<file path="src/rtl/img_loader_pkg.sv">
package img_loader_pkg;
  localparam int unsigned ADDR_W = 16;
  localparam int unsigned BYTE_W = 8;
  localparam int unsigned LEN_W  = ADDR_W;

  typedef enum logic [2:0] {
    PH_ADR0,
    PH_ADR1,
    PH_LEN0,
    PH_LEN1,
    PH_DATA
  } phase_e;
endpackage

</file>
<file path="src/rtl/img_loader_parse.sv">
module img_loader_parse
  import img_loader_pkg::*;
(
  input  logic              clk_i,
  input  logic              rst_ni,
  input  logic              beat_i,
  input  logic [BYTE_W-1:0] byte_i,
  input  logic              eos_i,
  output logic              wr_o,
  output logic [ADDR_W-1:0] wr_addr_o,
  output logic [BYTE_W-1:0] wr_data_o,
  output logic              done_o,
  output logic              err_o
);
  phase_e            phase_q;
  logic [ADDR_W-1:0] addr_q;
  logic [LEN_W-1:0]  len_q;
  logic              done_q, err_q;
  logic [LEN_W-1:0]  len_full;

  assign len_full  = {byte_i, len_q[BYTE_W-1:0]};
  assign wr_o      = beat_i && !eos_i && (phase_q == PH_DATA);
  assign wr_addr_o = addr_q;
  assign wr_data_o = byte_i;
  assign done_o    = done_q;
  assign err_o     = err_q;

  always_ff @(posedge clk_i or negedge rst_ni) begin
    if (!rst_ni) begin
      phase_q <= PH_ADR0;
      addr_q  <= '0;
      len_q   <= '0;
      done_q  <= 1'b0;
      err_q   <= 1'b0;
    end else if (beat_i) begin
      if (eos_i) begin
        if (phase_q == PH_ADR0) done_q <= 1'b1;
        else                    err_q  <= 1'b1;
      end else begin
        unique case (phase_q)
          PH_ADR0: begin
            addr_q[BYTE_W-1:0] <= byte_i;
            phase_q <= PH_ADR1;
          end
          PH_ADR1: begin
            addr_q[ADDR_W-1:BYTE_W] <= byte_i;
            phase_q <= PH_LEN0;
          end
          PH_LEN0: begin
            len_q[BYTE_W-1:0] <= byte_i;
            phase_q <= PH_LEN1;
          end
          PH_LEN1: begin
            len_q   <= len_full;
            phase_q <= (len_full == '0) ? PH_ADR0 : PH_DATA;
          end
          PH_DATA: begin
            addr_q <= addr_q + 1'b1;
            len_q  <= len_q - 1'b1;
            if (len_q == LEN_W'(1)) phase_q <= PH_ADR0;
          end
          default: phase_q <= PH_ADR0;
        endcase
      end
    end
  end
endmodule

</file>
<file path="src/rtl/img_loader_wport.sv">
module img_loader_wport
  import img_loader_pkg::*;
(
  input  logic              clk_i,
  input  logic              rst_ni,
  input  logic              load_i,
  input  logic [ADDR_W-1:0] addr_i,
  input  logic [BYTE_W-1:0] data_i,
  input  logic              mem_ready_i,
  output logic              mem_we_o,
  output logic [ADDR_W-1:0] mem_addr_o,
  output logic [BYTE_W-1:0] mem_data_o,
  output logic              stall_o
);
  logic              we_q;
  logic [ADDR_W-1:0] addr_q;
  logic [BYTE_W-1:0] data_q;

  assign mem_we_o   = we_q;
  assign mem_addr_o = addr_q;
  assign mem_data_o = data_q;
  assign stall_o    = we_q && !mem_ready_i;

  // load only arrives when the slot is empty or draining this cycle
  always_ff @(posedge clk_i or negedge rst_ni) begin
    if (!rst_ni) begin
      we_q   <= 1'b0;
      addr_q <= '0;
      data_q <= '0;
    end else if (load_i) begin
      we_q   <= 1'b1;
      addr_q <= addr_i;
      data_q <= data_i;
    end else if (mem_ready_i) begin
      we_q <= 1'b0;
    end
  end
endmodule

</file>
<file path="src/rtl/img_loader.sv">
module img_loader
  import img_loader_pkg::*;
(
  input  logic              clk_i,
  input  logic              rst_ni,
  input  logic              in_valid_i,
  input  logic [BYTE_W-1:0] in_data_i,
  input  logic              in_eos_i,
  output logic              in_ready_o,
  output logic              mem_we_o,
  output logic [ADDR_W-1:0] mem_addr_o,
  output logic [BYTE_W-1:0] mem_data_o,
  input  logic              mem_ready_i,
  output logic              done_o,
  output logic              err_o
);
  logic              beat, stall, wr;
  logic [ADDR_W-1:0] wr_addr;
  logic [BYTE_W-1:0] wr_data;

  assign in_ready_o = !done_o && !err_o && !stall;
  assign beat       = in_valid_i && in_ready_o;

  img_loader_parse u_parse (
    .clk_i     (clk_i),
    .rst_ni    (rst_ni),
    .beat_i    (beat),
    .byte_i    (in_data_i),
    .eos_i     (in_eos_i),
    .wr_o      (wr),
    .wr_addr_o (wr_addr),
    .wr_data_o (wr_data),
    .done_o    (done_o),
    .err_o     (err_o)
  );

  img_loader_wport u_wport (
    .clk_i       (clk_i),
    .rst_ni      (rst_ni),
    .load_i      (wr),
    .addr_i      (wr_addr),
    .data_i      (wr_data),
    .mem_ready_i (mem_ready_i),
    .mem_we_o    (mem_we_o),
    .mem_addr_o  (mem_addr_o),
    .mem_data_o  (mem_data_o),
    .stall_o     (stall)
  );
endmodule

</file>
<file path="config.mk">
export PLATFORM = sky130hd
export DESIGN_NAME = img_loader
export DESIGN_NICKNAME = d
export VERILOG_FILES = /design/src/rtl/img_loader_pkg.sv /design/src/rtl/img_loader_parse.sv /design/src/rtl/img_loader_wport.sv /design/src/rtl/img_loader.sv
export SDC_FILE = /design/constraint.sdc
export NUM_CORES = 1
export LEC_CHECK = 0
export BUFFER_PORTS_ARGS = -buffer_cell sky130_fd_sc_hd__buf_2
export CAP_MARGIN = 20
export CORE_MARGIN = 4
export CORE_UTILIZATION = 35
export CTS_CLUSTER_SIZE = 12
export DETAILED_ROUTE_END_ITERATION = 8
export SYNTH_ARGS = -nofsm -noshare
export SYNTH_HDL_FRONTEND = slang
export SYNTH_HIERARCHICAL = 1
export SYNTH_SLANG_ARGS = --single-unit
</file>
<file path="constraint.sdc">
create_clock -name clk_i -period 2.4 [get_ports clk_i]
set_input_delay 0.36 -clock clk_i [delete_from_list [all_inputs] [get_ports clk_i]]
set_output_delay 0.36 -clock clk_i [all_outputs]
set_load 0.005 [all_outputs]
</file>
==> results.ini <==
[outcome]
status=finished, final reports clean

[routing]
wl_per_cell_um=16.18
postRouteAntennaNets=0
drt-initial-drc-count=210
wirelength_met1_um=3925
wl_met3_um=462
wl_um=8446
first_pass_iters=4
drc=0
wl_met2_um=3915
routed.top_layer=met4
num_vias=2831
via_per_inst=5.423

[setup_path]
start_kind=register
worst-path-buf-inv=1
crit_path_cell_trace=nor2b_1 -> nor4b_2 -> or4b_1 -> nor2_4 -> buf_12 -> mux2_2
critPathMaxFanout=19
worstPathRequired_ps=2630
endpoint_kind=register
crit_type=register to register
crit_family=simple AND/OR/NAND/NOR gates
cp_slowest_cell=or4b_1
worst_path_largest_cell_delay_ps=540
cp_data_arrival_time_ps=2430

[global_routing]
grt_max_degree=38
grt_pass1_wl_um=14060
grt-ovfl-total=0
antenna_found_initial=0
grt_pass1_vias=2735
track_usage=0.1506

[clocking]
post-cts-setup-buffer-count=0
clkTransAtPathRegs_ps=80
tritoncts=yes
clockBufferDepth=2
cts.sinks=62
htreeDepth=3
cts_root_buf=clkbuf_8
numCtsBuffers=9
hold_buffers=0
ctsResizeCount=0
clkLatencyLatePin_ps=350

[layout]
fin_nets=401
area_delta_synth_final_pct=14.00
final_area_mm2=0.004105
diodes=0
n_fill_cell=966
final_cell_mix=dfrtp_1 (62), buf_2 (40), a21oi_1 (24), nor2_1 (24), nand2_1 (20)
final_common_cell=dfrtp_1
drive_above_1_share=0.2956

[min_path]
hp-class=input pin to async pin

[power_and_ir_drop]
p_leak_uw=0.001813
max-vdd-ir-drop_v=0.0002749
power_density_mw_per_mm2=865.2

[timing]
fin_crit_ps=2206
worst_pin_slew_ps=933.3
worst_clock_skew_ps=8.927
max_slew_margin=0.3736
timing.final.crit_share=0.9193
rsz0062_at_grt=no
hold_viol=0
setup-violations-final=0
timing.fmax_ghz=0.4533
tns_ps=0
slew_violations=0

[floorplan]
die_y_um=109.4
die_w_um=109.4
ioPinCount=41
fp-row-count=36
dieArea_mm2=0.01197
start_util=0.3634
coreArea_mm2=0.009910

[synth]
yosysWarnings=6
synth_top_area_share=0.4309
synth_edf_count=0
yosys-top-cells-area=dfrtp_1 (43%), mux2_4 (7.9%), a21oi_1 (3.3%), nor2_1 (2.6%), o21ai_0 (2.5%)
ys.flop_type=dfrtp_1
async_flop_share=1.000
yosysUniqueCellTypes=66
synth_seq_area_share=0.4309
synth_cells=348
synth_top_area_cell=dfrtp_1
syn_avg_cell_area_um2=10.35
synth_nets=365
netlist_area_mm2=0.003601
ys_ff_latch=62

[place]
gp_congestion=0.8085
io_buffers=40
hpwl_um=5939
placed_area_mm2=0.003906

[run]
drv_cap=0

-- per-stage QoR --
stage	total power, uW	worst slack, ps	hold slack, ps	instances	utilization
after CTS	3564	192.6	51.60	522	0.4143
final	3552	193.8	26.98	522	0.4143
after global routing	3798	17.80	70.77	522	0.4143
after global placement	2608	241.5	413.1	506	0.3942
after detailed placement	2629	213.2	421.8	506	0.3942
after floorplan	2312	46.75	64.41	348	-
-- where the power goes --
part / switching, uW / internal (uW) / leakage [uW] / total, uW
Sequential: 384 / 1310 / 0.000787 / 1690
Clock: 428 / 504 / 0.000102 / 932
Combinational: 482 / 448 / 0.000924 / 930
-- worst paths after layout --
check                                                endpoint                          startpoint  slack [ps]  cells after the start
setup / recovery           u_wport/mem_addr_o[15]$_DFFE_PN0P_        u_wport/mem_we_o$_DFFE_PN0P_         190                      6
hold / removal              u_wport/mem_data_o[3]$_DFFE_PN0P_                              rst_ni          30                      1
setup reg to reg           u_wport/mem_addr_o[15]$_DFFE_PN0P_        u_wport/mem_we_o$_DFFE_PN0P_         190                      6
hold reg to reg            u_wport/mem_addr_o[10]$_DFFE_PN0P_  u_wport/mem_addr_o[10]$_DFFE_PN0P_         510                      1
max in group asynchronous       u_parse/len_q[12]$_DFFE_PN0P_                              rst_ni        1750                      2
min in group clk_i          u_wport/mem_data_o[1]$_DFFE_PN0P_                        in_data_i[1]         300                      2
-- sequential cells by signal, indices dropped and copies added, names as in the netlist --
signal	count
u_parse/phase_q	3
u_wport/mem_addr_o	16
u_parse/len_q	16
u_wport/mem_we_o	1
u_parse/err_o	1
u_parse/wr_addr_o	16
u_wport/mem_data_o	8
u_parse/done_o	1
-- layer usage --
layer	track usage	vias up
met3	0.02701	12
met5	0	-
li1	-	1363
met4	0.05788	0
met1	0.2090	1374
met2	0.2332	82
-- cells in the mapped netlist, types with 4 or more instances --
| library cell | instances |
|---|---|
| buf_4 | 9 |
| mux2i_1 | 7 |
| nor2_1 | 25 |
| a31oi_1 | 7 |
| nand2_1 | 20 |
| buf_2 | 7 |
| nand3_1 | 11 |
| nor3_1 | 10 |
| o21ai_0 | 18 |
| o22a_1 | 10 |
| mux2_4 | 19 |
| mux2_2 | 6 |
| and4_1 | 4 |
| or3_1 | 4 |
| a21oi_1 | 24 |
| nor4_1 | 5 |
| nand4_1 | 7 |
| inv_1 | 7 |
| dfrtp_1 | 62 |
| ha_1 | 4 |
| clkbuf_1 | 8 |
-- logic make-up after synthesis --
kind of cell,share of synthesized area
and+or+nand+nor,0.2050
AOI/OAI and AO/OA,0.1654
DFF,0.4309
buffers and inverters,0.06254
muxes,0.1174
adders and majority gates,0.01390
xor gates and xnor gates,0.004865
-- worst reg2reg max path, stage by stage, from the launching register on --
cell and delay, ps:
dfrtp_1 370, nor2b_1 160, nor4b_2 320, or4b_1 540, nor2_4 140, buf_12 190
mux2_2 360
-- area by class of cell --
cell class | instances | area, um2 | share of cell area
multi-input combinational | 250 | 1832 | 0.4462
tap | 133 | 166.4 | 0.04054
clock buffer | 10 | 137.6 | 0.03353
clock inverter | 6 | 61.31 | 0.01493
timing repair buffer | 54 | 330.3 | 0.08046
sequential | 62 | 1551 | 0.3779
inverter | 7 | 26.28 | 0.006400
No activity file was read; power rests on OpenSTA's default activity.
